<file path="src/rtl/aud_seq_pkg.sv">
// Shared types for the sample-playback channel sequencer.
// Assumes: step codes are observed outside the block, so their values are fixed.
package aud_seq_pkg;
    typedef enum logic [2:0] {
        ST_IDLE   = 3'b000,
        ST_FETCH1 = 3'b001,
        ST_FETCH2 = 3'b101,
        ST_HI     = 3'b010,
        ST_LO     = 3'b011
    } aud_step_e;
endpackage

</file>
<file path="src/rtl/aud_period_timer.sv">
// Byte period counter: reloads on load_i, counts down on tick_i while above one,
// and flags expiry on a tick while the count is at or below one.
// Assumes: load_i is raised exactly at each byte start.
module aud_period_timer #(
    parameter int PER_W = 16
) (
    input  logic             clk,
    input  logic             rst_n,
    input  logic             load_i,
    input  logic [PER_W-1:0] per_i,
    input  logic             tick_i,
    input  logic             run_i,
    output logic             expire_o
);
    localparam logic [PER_W-1:0] ONE = PER_W'(1);

    logic [PER_W-1:0] cnt_q;

    // Reload or count down the byte period.
    always_ff @(posedge clk) begin
        if (!rst_n)                      cnt_q <= '0;
        else if (load_i)                 cnt_q <= per_i;
        else if (tick_i && cnt_q > ONE)  cnt_q <= cnt_q - ONE;
    end

    assign expire_o = run_i && tick_i && (cnt_q <= ONE);
endmodule

</file>
<file path="src/rtl/aud_fetch_ctr.sv">
// Live word pointer and remaining-length counter for one channel.
// start_i loads both from the location/length registers and wins over adv_i.
// adv_i (an acknowledged fetch) steps them, or reloads them when one word remains.
// Assumes: a count of zero stands for 2^LEN_W words (wraps through all ones).
module aud_fetch_ctr #(
    parameter int ADDR_W = 18,
    parameter int LEN_W  = 16
) (
    input  logic              clk,
    input  logic              rst_n,
    input  logic              start_i,
    input  logic              adv_i,
    input  logic [ADDR_W-1:0] loc_i,
    input  logic [LEN_W-1:0]  len_i,
    output logic [ADDR_W-1:0] ptr_o,
    output logic [LEN_W-1:0]  len_o,
    output logic              last_o
);
    localparam logic [LEN_W-1:0] LONE = LEN_W'(1);

    logic [ADDR_W-1:0] ptr_q;
    logic [LEN_W-1:0]  len_q;

    // Load, step or wrap the pointer and count.
    always_ff @(posedge clk) begin
        if (!rst_n) begin
            ptr_q <= '0;
            len_q <= '0;
        end else if (start_i) begin
            ptr_q <= loc_i;
            len_q <= len_i;
        end else if (adv_i) begin
            if (len_q == LONE) begin
                ptr_q <= loc_i;
                len_q <= len_i;
            end else begin
                ptr_q <= ptr_q + ADDR_W'(1);
                len_q <= len_q - LONE;
            end
        end
    end

    assign ptr_o  = ptr_q;
    assign len_o  = len_q;
    assign last_o = (len_q == LONE);


    start_load_chk: assert property (@(posedge clk) disable iff (!rst_n)
        start_i |=> (ptr_o == $past(loc_i)) && (len_o == $past(len_i)));

    block_wrap_chk: assert property (@(posedge clk) disable iff (!rst_n)
        (adv_i && !start_i && last_o) |=> (ptr_o == $past(loc_i)) && (len_o == $past(len_i)));

    fetch_step_chk: assert property (@(posedge clk) disable iff (!rst_n)
        (adv_i && !start_i && !last_o) |=> (ptr_o == $past(ptr_o) + ADDR_W'(1)));
endmodule

</file>
<file path="src/rtl/aud_dma_channel.sv">
// One sample-playback channel: fetches words over a req/ack port, plays the
// upper then lower byte for one period each, and loops over the block.
// DMA-off is acted on at once only in the start-up steps. While bytes play,
// it is examined at the word boundary (lower-byte expiry) and idles only when
// the interrupt is pending. A word that arrives after idling starts
// interrupt-mode playback.
// Assumes: dma_ack_i is only meaningful while dma_req_o is high.
module aud_dma_channel
    import aud_seq_pkg::*;
#(
    parameter int ADDR_W = 18,
    parameter int LEN_W  = 16,
    parameter int PER_W  = 16,
    parameter int VOL_W  = 7,
    parameter int WORD_W = 16
) (
    input  logic                clk,
    input  logic                rst_n,
    input  logic                tick_en_i,
    input  logic                dma_on_i,
    input  logic [ADDR_W-1:0]   loc_i,
    input  logic [LEN_W-1:0]    len_i,
    input  logic [PER_W-1:0]    per_i,
    input  logic [VOL_W-1:0]    vol_i,
    input  logic                irq_clr_i,
    output logic                dma_req_o,
    output logic [ADDR_W-1:0]   dma_addr_o,
    input  logic                dma_ack_i,
    input  logic [WORD_W-1:0]   dma_data_i,
    output logic [2:0]          state_o,
    output logic [WORD_W/2-1:0] sample_o,
    output logic [VOL_W-1:0]    vol_o,
    output logic                irq_o,
    output logic                irq_pend_o,
    output logic [LEN_W-1:0]    len_o
);
    localparam int BYTE_W = WORD_W / 2;

    aud_step_e          state_q, state_d;
    logic [WORD_W-1:0]  word_q, buf_q;
    logic [BYTE_W-1:0]  sample_q;
    logic [VOL_W-1:0]   vol_q;
    logic               rdy_q, req_q, irq_q, pend_q;
    logic               ack_v, expire, last, playing;
    logic               do_load, do_start, post, go_lo, drop_rdy, mode_irq, fire;

    assign ack_v   = dma_ack_i && req_q;
    assign playing = (state_q == ST_HI) || (state_q == ST_LO);

    aud_period_timer #(.PER_W(PER_W)) i_timer (
        .clk      (clk),
        .rst_n    (rst_n),
        .load_i   (do_load || go_lo),
        .per_i    (per_i),
        .tick_i   (tick_en_i),
        .run_i    (playing),
        .expire_o (expire)
    );

    aud_fetch_ctr #(.ADDR_W(ADDR_W), .LEN_W(LEN_W)) i_fetch (
        .clk     (clk),
        .rst_n   (rst_n),
        .start_i (do_start),
        .adv_i   (ack_v),
        .loc_i   (loc_i),
        .len_i   (len_i),
        .ptr_o   (dma_addr_o),
        .len_o   (len_o),
        .last_o  (last)
    );

    // Next step and the actions it triggers.
    always_comb begin
        state_d  = state_q;
        do_load  = 1'b0;
        do_start = 1'b0;
        post     = 1'b0;
        go_lo    = 1'b0;
        drop_rdy = 1'b0;
        mode_irq = 1'b0;
        unique case (state_q)
            ST_IDLE: begin
                if (rdy_q) begin
                    do_load  = 1'b1;
                    mode_irq = 1'b1;
                    state_d  = ST_HI;
                end else if (dma_on_i) begin
                    do_start = 1'b1;
                    post     = 1'b1;
                    state_d  = ST_FETCH1;
                end
            end
            ST_FETCH1: begin
                if (!dma_on_i) state_d = ST_IDLE;
                else if (rdy_q) begin
                    post    = 1'b1;
                    state_d = ST_FETCH2;
                end
            end
            ST_FETCH2: begin
                if (!dma_on_i) state_d = ST_IDLE;
                else begin
                    do_load = 1'b1;
                    state_d = ST_HI;
                end
            end
            ST_HI: begin
                if (expire) begin
                    go_lo   = 1'b1;
                    state_d = ST_LO;
                end
            end
            ST_LO: begin
                if (expire) begin
                    if (!dma_on_i && pend_q) begin
                        drop_rdy = 1'b1;
                        state_d  = ST_IDLE;
                    end else begin
                        do_load = 1'b1;
                        state_d = ST_HI;
                        if (dma_on_i) post     = 1'b1;
                        else          mode_irq = 1'b1;
                    end
                end
            end
            default: state_d = ST_IDLE;
        endcase
    end

    assign fire = (ack_v && ((state_q == ST_FETCH1) || last)) || mode_irq;

    // Step register.
    always_ff @(posedge clk) begin
        if (!rst_n) state_q <= ST_IDLE;
        else        state_q <= state_d;
    end

    // Fetch request, holding buffer and its ready flag.
    always_ff @(posedge clk) begin
        if (!rst_n) begin
            req_q <= 1'b0;
            rdy_q <= 1'b0;
            buf_q <= '0;
        end else begin
            if (post)       req_q <= 1'b1;
            else if (ack_v) req_q <= 1'b0;
            if (ack_v) begin
                buf_q <= dma_data_i;
                rdy_q <= 1'b1;
            end else if (do_load || drop_rdy) begin
                rdy_q <= 1'b0;
            end
        end
    end

    // Output word, current byte and volume.
    always_ff @(posedge clk) begin
        if (!rst_n) begin
            word_q   <= '0;
            sample_q <= '0;
            vol_q    <= '0;
        end else if (do_load) begin
            word_q   <= buf_q;
            sample_q <= buf_q[WORD_W-1:BYTE_W];
            vol_q    <= vol_i;
        end else if (go_lo) begin
            sample_q <= word_q[BYTE_W-1:0];
        end
    end

    // Interrupt pulse and pending flag (set wins over clear).
    always_ff @(posedge clk) begin
        if (!rst_n) begin
            irq_q  <= 1'b0;
            pend_q <= 1'b0;
        end else begin
            irq_q  <= fire;
            pend_q <= fire || (pend_q && !irq_clr_i);
        end
    end

    assign dma_req_o  = req_q;
    assign state_o    = state_q;
    assign sample_o   = sample_q;
    assign vol_o      = vol_q;
    assign irq_o      = irq_q;
    assign irq_pend_o = pend_q;


    startup_cancel_chk: assert property (@(posedge clk) disable iff (!rst_n)
        ((state_o == 3'b001 || state_o == 3'b101) && !dma_on_i) |=> (state_o == 3'b000));

    defer_clear_chk: assert property (@(posedge clk) disable iff (!rst_n)
        ((state_o == 3'b010 || state_o == 3'b011) && !expire) |=> (state_o == $past(state_o)));

    boundary_continue_chk: assert property (@(posedge clk) disable iff (!rst_n)
        (state_o == 3'b011 && expire && (dma_on_i || !irq_pend_o)) |=> (state_o == 3'b010));

    boundary_idle_chk: assert property (@(posedge clk) disable iff (!rst_n)
        (state_o == 3'b011 && expire && !dma_on_i && irq_pend_o) |=> (state_o == 3'b000));

    idle_hold_chk: assert property (@(posedge clk) disable iff (!rst_n)
        (state_o == 3'b000 && !rdy_q) |=> $stable(sample_o));

    req_hold_chk: assert property (@(posedge clk) disable iff (!rst_n)
        (dma_req_o && !dma_ack_i) |=> dma_req_o);

    pend_set_chk: assert property (@(posedge clk) disable iff (!rst_n)
        irq_o |-> irq_pend_o);
endmodule

</file>
<file path="config.mk">
export PLATFORM = sky130hd
export DESIGN_NAME = aud_dma_channel
export DESIGN_NICKNAME = d
export VERILOG_FILES = /design/src/rtl/aud_seq_pkg.sv /design/src/rtl/aud_period_timer.sv /design/src/rtl/aud_fetch_ctr.sv /design/src/rtl/aud_dma_channel.sv
export SDC_FILE = /design/constraint.sdc
export NUM_CORES = 1
export LEC_CHECK = 0
export BUFFER_PORTS_ARGS = -buffer_cell sky130_fd_sc_hd__buf_2
export CAP_MARGIN = 25
export CORE_ASPECT_RATIO = 1.4
export CORE_MARGIN = 3
export CORE_UTILIZATION = 55
export CTS_CLUSTER_SIZE = 24
export DETAILED_ROUTE_END_ITERATION = 10
export HOLD_SLACK_MARGIN = 0.02
export PLACE_DENSITY = 0.9
export SYNTH_ARGS = -nofsm -noshare
export SYNTH_HDL_FRONTEND = slang
export SYNTH_SLANG_ARGS = --single-unit
</file>
<file path="constraint.sdc">
create_clock -name clk -period 3.3 [get_ports clk]
set_input_delay 0.66 -clock clk [delete_from_list [all_inputs] [get_ports clk]]
set_output_delay 0.66 -clock clk [all_outputs]
set_load 0.05 [all_outputs]
</file>
Word-level counts from Yosys, hierarchy flattened
Cells that the tools add are included.
{"block": "word_totals", "register_bits": 96, "inputBits": 79, "wordCells": 91, "out_inout_bits": 55}
{"block": "classes", "n_reduce_logical": 22, "add_sub_neg": 3, "n_mux": 43, "order_cmp": 2, "n_eq_ne": 9}
{"op": "two-way mux 16 bit", "count": 5}
{"op": "two-way mux 18 bit", "count": 3}
{"op": "subtractor 16 x 1 -> 16 bit (second input constant)", "count": 2}
{"op": "two-way mux 1 bit", "count": 21}
{"op": "adder 18 x 1 -> 18 bit (second input constant)", "count": 1}
{"op": "two-way mux 3 bit", "count": 6}
{"op": "equality test 16 x 1 -> 1 bit (second input constant)", "count": 1}
{"op": "> comparator 16 x 1 -> 1 bit (second input constant)", "count": 1}
{"op": "less-or-equal comparator 16 x 1 -> 1 bit (second input constant)", "count": 1}
{"op": "two-way mux 8 bit", "count": 2}
{"op": "case mux 3 bit (5 select lines)", "count": 1}
{"op": "nonzero test 2 bit", "count": 5}
{"op": "logical AND 1 bit", "count": 7}
{"op": "equality test 3 x 2 -> 1 bit (second input constant)", "count": 2}
{"op": "logical OR 1 bit", "count": 6}
{"op": "inequality test 3 bit (second input constant)", "count": 2}
{"op": "case mux 1 bit (3 select lines)", "count": 2}
{"op": "two-way mux 2 bit", "count": 2}
{"op": "inequality test 2 bit (second input constant)", "count": 2}
{"op": "AND reduction 4 bit", "count": 1}
{"op": "equality test 3 x 1 -> 1 bit (second input constant)", "count": 1}
{"op": "equality test 3 bit (second input constant)", "count": 1}
{"op": "logical NOT 3 bit", "count": 1}
{"op": "logical NOT 1 bit", "count": 2}
{"op": "case mux 1 bit (2 select lines)", "count": 1}

Longest topological paths before layout
Gate-level depths: netlist of run 1.
{"block": "depth", "word_depth": 9, "ltp_mapped": 8, "mapped_depth_nobuf": 7}

By module
Synthesis of run 1 repeated with hierarchy kept, for this count alone.
{"block": "unflattened", "cells_unflattened": 632, "hier_area_um2": 5217.5}
{"module": "aud_fetch_ctr", "area_per_inst_um2": 2283.4, "seq_area_each_um2": 680.7, "cells_each": 299, "n_inst": 1}
{"module": "aud_dma_channel", "area_per_inst_um2": 1934.4, "seq_area_each_um2": 920.9, "cells_each": 224, "n_inst": 1}
{"module": "aud_period_timer", "area_per_inst_um2": 999.7, "seq_area_each_um2": 320.3, "cells_each": 109, "n_inst": 1}

Worst setup path after synthesis of run 1
Ideal clock, no wire load.
{"block": "synth_timing", "path_kind": "register to register", "from": "register state_q[2], in the netlist state_o[2]", "to": "register vol_q[0], in the netlist vol_o[0]", "path_stages_with_launch": 8, "period_less_slack_ns": 2.283, "required_time_ns": 3.230, "path_slack_ns": 1.017, "t_arrival_ns": 2.213, "path_cell_list": "dfxtp_1 > clkbuf_1 > nand3b_1 > nor3_2 > a41oi_1 > clkbuf_1 > nand2_1 > a21oi_1"}
{"block": "synth_between", "elab_chain_len": 6, "word_cells_on_any_way": 9, "classes_between": "eq/ne: 3; mux: 2; reduce/logical: 4"}
{"item": "start, declared", "line": "aud_dma_channel.sv:39", "text": "aud_step_e state_q, state_d;"}
{"item": "start signal, assigned", "line": "aud_dma_channel.sv:135", "text": "else state_q <= state_d;"}
{"item": "equality test 3 x 2 -> 1 bit (on tied branches)", "line": "aud_dma_channel.sv:48, aud_dma_channel.sv:81"}
{"item": "logical OR 1 bit", "line": "aud_dma_channel.sv:48", "text": "assign playing = (state_q == ST_HI) || (state_q == ST_LO);"}
{"item": "logical AND 1 bit (2 in series)", "line": "aud_period_timer.sv:26", "text": "assign expire_o = run_i && tick_i && (cnt_q <= ONE);"}
{"item": "two-way mux 1 bit", "line": "aud_dma_channel.sv:114", "text": "if (expire) begin"}
{"item": "case mux 1 bit (3 select lines) (*)", "line": "aud_dma_channel.sv:81", "text": "unique case (state_q)"}
{"item": "end signal, assigned", "line": "aud_dma_channel.sv:165", "text": "vol_q <= vol_i;"}
{"item": "end, declared", "line": "aud_dma_channel.sv:42", "text": "logic [VOL_W-1:0] vol_q;"}
Every way passes the cells marked *; elsewhere a longest branch is shown, timed or not.
A chain may end at the register's enable or synchronous reset.

Worst setup path after layout of run 1
{"block": "layout_timing", "from": "register i_fetch.len_q[5], in the netlist i_fetch.len_o[5]", "to": "register i_fetch.len_q[7], in the netlist i_fetch.len_o[7]"}
{"block": "layout_between", "elab_chain_len": 4, "word_cells_on_any_way": 5, "classes_between": "add/sub: 1; eq/ne: 1; mux: 3"}
{"item": "start, declared", "line": "aud_fetch_ctr.sv:22", "text": "logic [LEN_W-1:0] len_q;"}
{"item": "start signal, assigned", "line": "aud_fetch_ctr.sv:31", "text": "len_q <= len_i;"}
{"item": "start signal, assigned", "line": "aud_fetch_ctr.sv:35", "text": "len_q <= len_i;"}
{"item": "start signal, assigned", "line": "aud_fetch_ctr.sv:38", "text": "len_q <= len_q - LONE;"}
{"item": "subtractor 16 x 1 -> 16 bit / equality test 16 x 1 -> 1 bit (equally long branches)", "line": "aud_fetch_ctr.sv:38, aud_fetch_ctr.sv:33"}
{"item": "two-way mux 16 bit (*)", "line": "aud_fetch_ctr.sv:33", "text": "if (len_q == LONE) begin"}
{"item": "two-way mux 16 bit (*)", "line": "aud_fetch_ctr.sv:32", "text": "end else if (adv_i) begin"}
{"item": "two-way mux 16 bit (*)", "line": "aud_fetch_ctr.sv:29", "text": "end else if (start_i) begin"}
Every way passes the cells marked *; elsewhere a longest branch is shown, timed or not. The select of a mux whose other input is x is not followed.

==> flow_metrics.env, run 1 <==
export IMPL_tritoncts="done"
export IMPL_fin_area_um2=5962
export IMPL_ctsLongestPathBuffers=2
export IMPL_primary_ff_master_synth="sky130_fd_sc_hd__dfxtp_1"
export IMPL_setup_total_negative_slack_ps=0
export IMPL_grt_max_degree=47
export IMPL_data_required_time_of_the_critical_path_ps=3570
export IMPL_clock_insertion_delay_at_the_later_pin_of_the_skew_report_ps=350
export IMPL_post_synth_instance_area_um2=4906
export IMPL_fillCellCount=722
export IMPL_clock_fmax_ghz=0.3625
export IMPL_drt_wl_total_mm=14.55
export IMPL_crit_path_top_delay_cell="sky130_fd_sc_hd__o31ai_1"
export IMPL_largest_fanout_of_any_net_on_the_critical_path=12
export IMPL_synth_yosys_seq_area_share_pct=39.17
export IMPL_max_cap_violations=0
export IMPL_std_cell_rows=40
export IMPL_worst_pin_slew_ps=932.1
export IMPL_diodes=0
export IMPL_multiInputGateArea_um2=2775
export IMPL_post_cts_repair_setup_buffers=0
export IMPL_cts_hold_repair_buffers=0
export IMPL_globalRoute_totalOverflow=0
export IMPL_postSynthRegisterBits=96
export IMPL_route_antenna_remaining_nets=0
export IMPL_synthArstFlopShare_pct=0
export IMPL_area_growth_pct=21.53
export IMPL_layout_cell_share_with_drive_strength_beyond_1_pct=23.50
export IMPL_avgSynthCellArea_um2=7.787
export IMPL_finalCoreUtilization_pct=68.86
export IMPL_leakagePower_uw=0.002404
export IMPL_start_util_pct=56.66
export IMPL_layout_cells_most_common="sky130_fd_sc_hd__buf_2"
export IMPL_finalClockSkew_ps=8.766
export IMPL_layout_area_seq_um2=1922
export IMPL_critPathMaxStageDelay_ps=870
export IMPL_cts_num_sinks=96
export IMPL_synth_nets=714
export IMPL_routabilityCongestion=0.9261
export IMPL_dieArea_um2=10110
export IMPL_vdd_ir_drop_max_mv=0.4408
export IMPL_port_buffers=133
export IMPL_commonest_cells_after_routing_fill_and_taps_aside="sky130_fd_sc_hd__buf_2, sky130_fd_sc_hd__dfxtp_1, sky130_fd_sc_hd__nand2_1, sky130_fd_sc_hd__a21oi_1, sky130_fd_sc_hd__o21ai_0"
export IMPL_synth_cell_type_count=65
export IMPL_final_hold_viol_count=0
export IMPL_final_setup_worst_slack_ps=541.5
export IMPL_setup_repair_after_global_routing_missed_its_margin="false"
export IMPL_startpoint_types="register"
export IMPL_cts_buffers_inserted=9
export IMPL_finalCriticalPeriod_ps=2759
export IMPL_critical_path_cell_chain="nor3_1 -> nand3_1 -> o31ai_1 -> a2bb2oi_1 -> a21oi_1"
export IMPL_vias=5421
export IMPL_ctsResizeCount=0
export IMPL_crit_arrival_ps=3030
export IMPL_drt_first_pass_iters=7
export IMPL_antenna_found_initial=0
export IMPL_run_status="finished, final reports clean"
export IMPL_detailedPlacementHpwl_mm=10.18
export IMPL_synth_enable_flop_cells=0
export IMPL_die_height_um=117.8
export IMPL_slew_viol_final=0
export IMPL_clock_root_buffer="sky130_fd_sc_hd__clkbuf_16"
export IMPL_place_area_um2=5640
export IMPL_endpoint_kind="register"
export IMPL_routed_wl_per_cell_um=17.03
export IMPL_die_w_um=85.82
export IMPL_design_core_area_um2=8658
export IMPL_yosysWarningCount=0
export IMPL_layout_nets=828
export IMPL_final_min_period_over_clock_period_pct=83.59
export IMPL_register_clock_pin_slew_on_the_reported_worst_setup_and_hold_paths_ps=70
export IMPL_global_route_usage_over_all_layers_pct=28.59
export IMPL_synthesized_instance_count=630
export IMPL_global_route_wire_length_before_repair_mm=23.85
export IMPL_drc=0
export IMPL_setup_slack_after_placement_ps=622.5
export IMPL_detail_route_iter0_violations=480
export IMPL_worst_setup_path_type="register to register"
export IMPL_power_density_nw_per_um2=678.4
export IMPL_number_of_standard_cells_in_the_final_layout_excluding_fillers=854
export IMPL_holdCritPathClass="register to register"
export IMPL_first_global_vias=5154
export IMPL_cts_max_level=3
export IMPL_avgViaCountPerCell=6.348
export IMPL_timing_max_slew_rel_slack_pct=37.28
export IMPL_io_pin_count=134
export IMPL_finalSetupViolCount=0
export IMPL_placed_cells=836
-- cells by family after synthesis --
kind of cell             after synthesis  share of synthesized area, %
flip-flops                            96                         39.17
AO/OA/AOI/OAI                        206                         25.99
buffers and inverters                 56                         4.387
AND/OR/NAND/NOR                      247                         25.35
XOR/XNOR                              11                         1.964
adder cells (fa/ha/maj)                5                         1.275
multiplexers                           9                         1.862
-- layer usage --
layer	part of all wire [%]	GRT usage (%)	wire length, µm
met5	0	0	0
met4	2.1	13.56	310
met3	8.6	6.513	1255
met2	50	47.57	7292
met1	39	34.33	5688
-- registers in the layout (all words and copies together) (netlist names) --
signal and count:
rdy_q 1, i_timer.cnt_q 16, vol_o 7, sample_o 8, irq_o 1, buf_q 16, irq_pend_o 1, i_fetch.ptr_o 18
word_q 8, dma_req_o 1, i_fetch.len_o 16, state_o 3
-- where the power goes --
part,internal [µW],total (µW),switching [µW]
registers,1310,1480,173
logic,516,1480,966
clock network,598,1080,481
-- through the flow --
stage / hold WS [ps] / total power, µW
floorplan: 431.5 / 2583
global placement: 436.7 / 2897
detailed placement: 443.7 / 2949
CTS: 452.8 / 4012
global route: 471.3 / 4250
finish: 453.6 / 4044
-- synth_stat cells, types with 7 or more instances --
master | n | area [µm²]
sky130_fd_sc_hd__nand2_1 | 92 | 345.3
sky130_fd_sc_hd__dfxtp_1 | 96 | 1922
sky130_fd_sc_hd__nand2b_1 | 7 | 43.79
sky130_fd_sc_hd__mux2i_1 | 8 | 80.08
sky130_fd_sc_hd__nand3_1 | 29 | 145.1
sky130_fd_sc_hd__or3_1 | 8 | 50.05
sky130_fd_sc_hd__o21ai_0 | 39 | 195.2
sky130_fd_sc_hd__o2111ai_1 | 7 | 61.31
sky130_fd_sc_hd__and3_1 | 7 | 43.79
sky130_fd_sc_hd__a21oi_1 | 76 | 380.4
sky130_fd_sc_hd__nor4_1 | 13 | 81.33
sky130_fd_sc_hd__a31oi_1 | 15 | 93.84
sky130_fd_sc_hd__nand4_1 | 13 | 81.33
sky130_fd_sc_hd__o21ai_1 | 8 | 40.04
sky130_fd_sc_hd__clkbuf_1 | 39 | 146.4
sky130_fd_sc_hd__inv_1 | 9 | 33.78
sky130_fd_sc_hd__nor3_1 | 21 | 105.1
sky130_fd_sc_hd__o221ai_1 | 7 | 61.31
sky130_fd_sc_hd__nor2_1 | 28 | 105.1
-- path summary, 6_finish.rpt --
| path | from | to | slack, ps | cells past startpoint |
|---|---|---|---|---|
| setup / recovery | i_fetch.len_o[5]$_SDFFE_PN0P_ | i_fetch.len_o[7]$_SDFFE_PN0P_ | 540 | 5 |
| hold / removal | buf_q[9]$_SDFFE_PN0P_ | buf_q[9]$_SDFFE_PN0P_ | 450 | 2 |
| setup reg to reg | i_fetch.len_o[5]$_SDFFE_PN0P_ | i_fetch.len_o[7]$_SDFFE_PN0P_ | 540 | 5 |
| hold reg to reg | buf_q[9]$_SDFFE_PN0P_ | buf_q[9]$_SDFFE_PN0P_ | 450 | 2 |
-- layout make-up --
class | count | area share, %
Clock buffer | 9 | 3.778
Tap cell | 105 | 2.204
Timing Repair Buffer | 150 | 13.37
Multi-Input combinational cell | 478 | 46.55
Clock inverter | 7 | 1.301
Inverter | 9 | 0.5666
Sequential cell | 96 | 32.23
-- critical path: cells and delay by family, from the launching register on --
family	cells	cell delay (ps)
and+or+nand+nor	2	1100
DFF	1	370
AOI/OAI and AO/OA	3	1220
No activity file was read; power rests on OpenSTA's default activity.
==> inputs of run 2 (changes only) <==
--- a/config.mk
+++ b/config.mk
@@ -9,11 +9,11 @@
 export CAP_MARGIN = 25
 export CORE_ASPECT_RATIO = 1.4
 export CORE_MARGIN = 3
-export CORE_UTILIZATION = 55
+export CORE_UTILIZATION = 48
 export CTS_CLUSTER_SIZE = 24
 export DETAILED_ROUTE_END_ITERATION = 10
 export HOLD_SLACK_MARGIN = 0.02
-export PLACE_DENSITY = 0.9
+export PLACE_DENSITY = 0.84
 export SYNTH_ARGS = -nofsm -noshare
 export SYNTH_HDL_FRONTEND = slang
 export SYNTH_SLANG_ARGS = --single-unit
==> constraint.sdc (replaced) <==
create_clock -name clk -period 2.4 [get_ports clk]
set_input_delay 0.48 -clock clk [delete_from_list [all_inputs] [get_ports clk]]
set_output_delay 0.48 -clock clk [all_outputs]
set_load 0.05 [all_outputs]
==> flow_metrics.env, run 2 (same netlist as run 1, synthesis figures left out) <==
export IMPL_ctsLongestPathBuffers=2
export IMPL_layout_nets=849
export IMPL_final_hold_viol_count=0
export IMPL_intPower_uw=3333
export IMPL_max_cap_violations=0
export IMPL_avgViaCountPerCell=5.991
export IMPL_layout_cell_share_with_drive_strength_beyond_1_pct=25.58
export IMPL_drt_first_pass_iters=5
export IMPL_layout_area_seq_um2=1922
export IMPL_grt_max_degree=47
export IMPL_finalClockSkew_ps=9.910
export IMPL_setup_repair_after_global_routing_missed_its_margin="false"
export IMPL_clock_insertion_delay_at_the_later_pin_of_the_skew_report_ps=350
export IMPL_share_comb_of_total_power_pct=39.1
export IMPL_diodes=0
export IMPL_routed_wl_per_cell_um=16.68
export IMPL_final_setup_worst_slack_ps=91.41
export IMPL_clock_root_buffer="sky130_fd_sc_hd__clkbuf_16"
export IMPL_startpoint_types="register"
export IMPL_cts_num_sinks=96
export IMPL_power_density_nw_per_um2=903.6
export IMPL_area_growth_pct=25.73
export IMPL_global_route_wire_length_before_repair_mm=24.67
export IMPL_first_global_vias=5359
export IMPL_vdd_ir_drop_max_mv=0.5163
export IMPL_setup_slack_after_placement_ps=35.23
export IMPL_register_clock_pin_slew_on_the_reported_worst_setup_and_hold_paths_ps=70
export IMPL_finalSetupViolCount=0
export IMPL_endpoint_kind="register"
export IMPL_finalCriticalPeriod_ps=2309
export IMPL_holdCritPathClass="input port to register"
export IMPL_port_buffers=133
export IMPL_commonest_cells_after_routing_fill_and_taps_aside="sky130_fd_sc_hd__buf_2, sky130_fd_sc_hd__dfxtp_1, sky130_fd_sc_hd__nand2_1, sky130_fd_sc_hd__a21oi_1, sky130_fd_sc_hd__o21ai_0"
export IMPL_layout_cells_most_common="sky130_fd_sc_hd__buf_2"
export IMPL_run_status="finished, final reports clean"
export IMPL_vias=5422
export IMPL_timing_max_slew_rel_slack_pct=61.56
export IMPL_multiInputGateArea_um2=2789
export IMPL_cts_hold_repair_buffers=0
export IMPL_worst_pin_slew_ps=576.6
export IMPL_power_share_clock_pct=24.5
export IMPL_routabilityCongestion=0.9146
export IMPL_final_min_period_over_clock_period_pct=96.19
export IMPL_dieArea_um2=11490
export IMPL_largest_reg_flops=18
export IMPL_fillCellCount=912
export IMPL_worst_setup_path_type="register to register"
export IMPL_design_core_area_um2=9953
export IMPL_power_switching_uw=2241
export IMPL_global_route_usage_over_all_layers_pct=26.06
export IMPL_die_w_um=91.45
export IMPL_cts_buffers_inserted=9
export IMPL_route_antenna_remaining_nets=0
export IMPL_data_required_time_of_the_critical_path_ps=2610
export IMPL_setup_total_negative_slack_ps=0
export IMPL_leakagePower_uw=0.002501
export IMPL_slew_viol_final=0
export IMPL_die_height_um=125.6
export IMPL_antenna_found_initial=0
export IMPL_largest_fanout_of_any_net_on_the_critical_path=6
export IMPL_std_cell_rows=43
export IMPL_tritoncts="done"
export IMPL_sequentialPowerShare_pct=36.3
export IMPL_crit_arrival_ps=2520
export IMPL_io_pin_count=134
export IMPL_detailedPlacementHpwl_mm=10.91
export IMPL_cts_max_level=3
export IMPL_globalRoute_totalOverflow=0
export IMPL_clock_fmax_ghz=0.4332
export IMPL_start_util_pct=49.29
export IMPL_drt_wl_total_mm=15.09
export IMPL_drc=0
export IMPL_detail_route_iter0_violations=394
export IMPL_power_switching_share_pct=40.21
-- run 2: power groups by stage --
stage               clock [µW]  combinational [µW]  sequential [µW]
CTS                       1390                2140             2020
finish                    1370                2180             2020
floorplan                    0                1260             2300
detailed placement           0                2120             2050
global route              1450                2380             2060
global placement             0                2070             2030
-- run 2: layout make-up --
| type | count | share of cell area (%) |
|---|---|---|
| flip-flops and latches | 96 | 31.16 |
| multi-input cells | 478 | 45.21 |
| repair buffers | 171 | 15.82 |
| well taps | 135 | 2.738 |
| clock buffers | 10 | 3.712 |
| clock inverters | 6 | 0.8114 |
| inverters | 9 | 0.5477 |
-- run 2: worst paths after layout --
kind,startpoint,endpoint,slack [ps],depth (start not counted)
worst max-delay path,i_timer.cnt_q[6]$_SDFFE_PN0P_,i_timer.cnt_q[15]$_SDFFE_PN0P_,90,5
worst min-delay path,per_i[1],i_timer.cnt_q[1]$_SDFFE_PN0P_,360,3
worst max register to register,i_timer.cnt_q[6]$_SDFFE_PN0P_,i_timer.cnt_q[15]$_SDFFE_PN0P_,90,5
worst min register to register,vol_o[0]$_SDFFE_PN0N_,vol_o[0]$_SDFFE_PN0N_,450,2
-- run 2: per-stage QoR --
stage	utilization, %	power (µW)	std cells	hold WS [ps]	instance area [µm²]
floorplan	-	3552	630	431.5	4906
global placement	58.96	4105	888	436.9	5868
detailed placement	58.96	4175	888	445.1	5868
CTS	61.76	5547	904	361.3	6147
global route	61.97	5882	905	368.0	6168
finish	61.97	5574	905	361.2	6168
-- run 2: timing repair --
action / CTS / global route
setup buffers: 0 / 0
resized for setup: 0 / 2
setup endpoints to repair: 0 / 20
hold endpoints to repair: 0 / 0
-- run 2: per-layer routing --
layer	part of all wire (%)	wire [µm]	vias to the layer above	track usage [%]
li1	-	-	2624	-
met1	40	5979	2519	30.00
met2	50	7591	230	45.42
met3	6.5	985	49	5.257
met4	3.6	536	0	13.06
met5	0	0	-	0
-- run 2: critical path, cell delays in order, from the launching register on --
cell and delay [ps]:
sky130_fd_sc_hd__dfxtp_1 350, sky130_fd_sc_hd__or4_1 610, sky130_fd_sc_hd__or3_4 410, sky130_fd_sc_hd__or4b_1 550, sky130_fd_sc_hd__xor2_1 190, sky130_fd_sc_hd__a21oi_2 80
==> inputs of run 3 (changes only) <==
--- a/config.mk
+++ b/config.mk
@@ -12,6 +12,7 @@
 export CORE_UTILIZATION = 48
 export CTS_CLUSTER_SIZE = 24
 export DETAILED_ROUTE_END_ITERATION = 10
+export GPL_TIMING_DRIVEN = 0
 export HOLD_SLACK_MARGIN = 0.02
 export PLACE_DENSITY = 0.84
 export SYNTH_ARGS = -nofsm -noshare
==> flow_metrics.env, run 3 (same netlist as run 1, synthesis figures left out) <==
export IMPL_max_cap_violations=0
export IMPL_power_switching_uw=2415
export IMPL_place_area_um2=5741
export IMPL_clock_fmax_ghz=0.4240
export IMPL_share_comb_of_total_power_pct=39.2
export IMPL_finalCriticalPeriod_ps=2359
export IMPL_die_height_um=125.6
export IMPL_hold_path_cell_count=3
export IMPL_register_clock_pin_slew_on_the_reported_worst_setup_and_hold_paths_ps=80
export IMPL_port_buffers=133
export IMPL_endpoint_kind="register"
export IMPL_critical_path_cell_chain="or4_4 -> or3_4 -> or4b_1 -> xor2_1 -> a21oi_2"
export IMPL_routabilityCongestion=0.9449
export IMPL_critPathMaxStageDelay_ps=600
export IMPL_final_hold_viol_count=0
export IMPL_startpoint_types="register"
export IMPL_layout_nets=859
export IMPL_slew_viol_final=0
export IMPL_power_switching_share_pct=41.89
export IMPL_fin_worst_hold_slack_ps=353.2
export IMPL_detail_route_iter0_violations=622
export IMPL_crit_path_top_delay_cell="sky130_fd_sc_hd__or4_4"
export IMPL_data_required_time_of_the_critical_path_ps=2640
export IMPL_globalRoute_totalOverflow=0
export IMPL_die_w_um=91.45
export IMPL_detailedPlacementHpwl_mm=12.26
export IMPL_worst_pin_slew_ps=686.1
export IMPL_setup_repair_after_global_routing_missed_its_margin="true"
export IMPL_timing_hold_worst_start="per_i[1]"
export IMPL_start_util_pct=49.29
export IMPL_timing_max_slew_rel_slack_pct=54.16
export IMPL_design_core_area_um2=9953
export IMPL_crit_arrival_ps=2600
export IMPL_worst_setup_path_type="register to register"
export IMPL_worstRegToRegCells=5
export IMPL_leakagePower_uw=0.002455
export IMPL_final_min_period_over_clock_period_pct=98.28
export IMPL_cts_buffers_inserted=9
export IMPL_finalClockSkew_ps=12.85
export IMPL_cts_max_level=3
export IMPL_finalCoreUtilization_pct=62.22
export IMPL_intPower_uw=3350
export IMPL_clock_insertion_delay_at_the_later_pin_of_the_skew_report_ps=360
export IMPL_commonest_cells_after_routing_fill_and_taps_aside="sky130_fd_sc_hd__buf_2, sky130_fd_sc_hd__dfxtp_1, sky130_fd_sc_hd__nand2_1, sky130_fd_sc_hd__a21oi_1, sky130_fd_sc_hd__o21ai_0"
export IMPL_antenna_found_initial=0
export IMPL_power_share_clock_pct=25.3
export IMPL_ctsLongestPathBuffers=2
export IMPL_setup_total_negative_slack_ps=0
export IMPL_cts_num_sinks=96
export IMPL_run_status="finished, final reports clean"
export IMPL_cts_hold_repair_buffers=0
export IMPL_r2r_end="i_timer.cnt_q[15]$_SDFFE_PN0P_"
export IMPL_global_route_wire_length_before_repair_mm=25.90
export IMPL_diodes=0
export IMPL_dieArea_um2=11490
export IMPL_routed_wl_per_cell_um=18.25
export IMPL_vias=5649
export IMPL_power_density_nw_per_um2=930.8
export IMPL_route_antenna_remaining_nets=0
export IMPL_io_pin_count=134
export IMPL_global_route_usage_over_all_layers_pct=28.06
export IMPL_std_cell_rows=43
export IMPL_drt_wl_total_mm=16.70
export IMPL_avgViaCountPerCell=6.174
export IMPL_vdd_ir_drop_max_mv=0.5936
export IMPL_r2r_slack_ps=40
export IMPL_largest_fanout_of_any_net_on_the_critical_path=6
export IMPL_hold_end="i_timer.cnt_q[1]$_SDFFE_PN0P_"
export IMPL_fin_area_um2=6193
export IMPL_design_power_total_uw=5765
export IMPL_drt_first_pass_iters=6
export IMPL_finalSetupViolCount=0
export IMPL_sequentialPowerShare_pct=35.5
export IMPL_largest_reg_flops=18
export IMPL_holdCritPathClass="input port to register"
export IMPL_layout_cells_most_common="sky130_fd_sc_hd__buf_2"
export IMPL_layout_cell_share_with_drive_strength_beyond_1_pct=24.49
export IMPL_tritoncts="done"
export IMPL_clock_root_buffer="sky130_fd_sc_hd__clkbuf_16"
export IMPL_worstReg2RegStart="i_timer.cnt_q[2]$_SDFFE_PN0P_"
export IMPL_drc=0
export IMPL_grt_max_degree=19
export IMPL_fillCellCount=896
export IMPL_first_global_vias=5440
export IMPL_area_growth_pct=26.24
-- run 3: worst max path at each step --
stage	startpoint	end	slack, ps
3_5_place_dp	i_fetch.len_o[2]$_SDFFE_PN0P_	i_fetch.ptr_o[11]$_SDFFE_PN0P_	-370
4_1_cts	i_timer.cnt_q[2]$_SDFFE_PN0P_	i_timer.cnt_q[6]$_SDFFE_PN0P_	10
2_1_floorplan	state_o[2]$_SDFFE_PN0P_	vol_o[0]$_SDFFE_PN0N_	120
5_1_grt	i_timer.cnt_q[2]$_SDFFE_PN0P_	i_timer.cnt_q[15]$_SDFFE_PN0P_	-9
3_3_place_gp	i_fetch.len_o[2]$_SDFFE_PN0P_	i_fetch.len_o[8]$_SDFFE_PN0P_	-330
6_report	i_timer.cnt_q[2]$_SDFFE_PN0P_	i_timer.cnt_q[15]$_SDFFE_PN0P_	40
-- run 3: per-layer routing --
layer  global-route usage (%)  vias up  part of all wire, %
li1                         -     2646                    -
met1                    30.78     2600                   37
met2                    48.82      343                   50
met3                    6.153       60                  8.9
met4                    17.05        0                  4.7
met5                        0        -                    0
-- run 3: cell type report --
cell class	instances	area [µm²]	area share [%]
sequential	96	1922	31.03
buffer	46	195.2	3.152
clock buffer	10	239.0	3.859
inverter	9	33.78	0.5455
timing repair buffer	135	680.7	10.99
multi-input combinational	478	2897	46.77
tap	135	168.9	2.727
clock inverter	6	57.56	0.9293
-- run 3: through the flow --
step / worst slack (ps) / std cells
2_1_floorplan: 117.0 / 630
3_3_place_gp: -334.2 / 898
3_5_place_dp: -372.2 / 898
4_1_cts: 13.46 / 914
5_1_grt: -9.377 / 915
6_report: 41.31 / 915
-- run 3: repair_timing --
action | 4_1_cts | 5_1_grt
buffers inserted | 0 | 2
resized for setup | 16 | 29
pin swaps | 0 | 2
endpoints found under the setup margin | 50 | 63
-- run 3: critical path, delay by kind of cell, from the launching register on --
family          cells  cell delay [ps]
simple gates        3             1600
flops               1              370
xor+xnor            1              200
compound gates      1               80
-- run 3: power by group through the flow --
stage / logic, µW / registers, µW / clock network, µW
after floorplan: 1260 / 2300 / 0
after global placement: 2010 / 2040 / 0
after detailed placement: 2060 / 2050 / 0
after CTS: 2150 / 2020 / 1460
after global routing: 2440 / 2070 / 1520
final: 2260 / 2040 / 1460
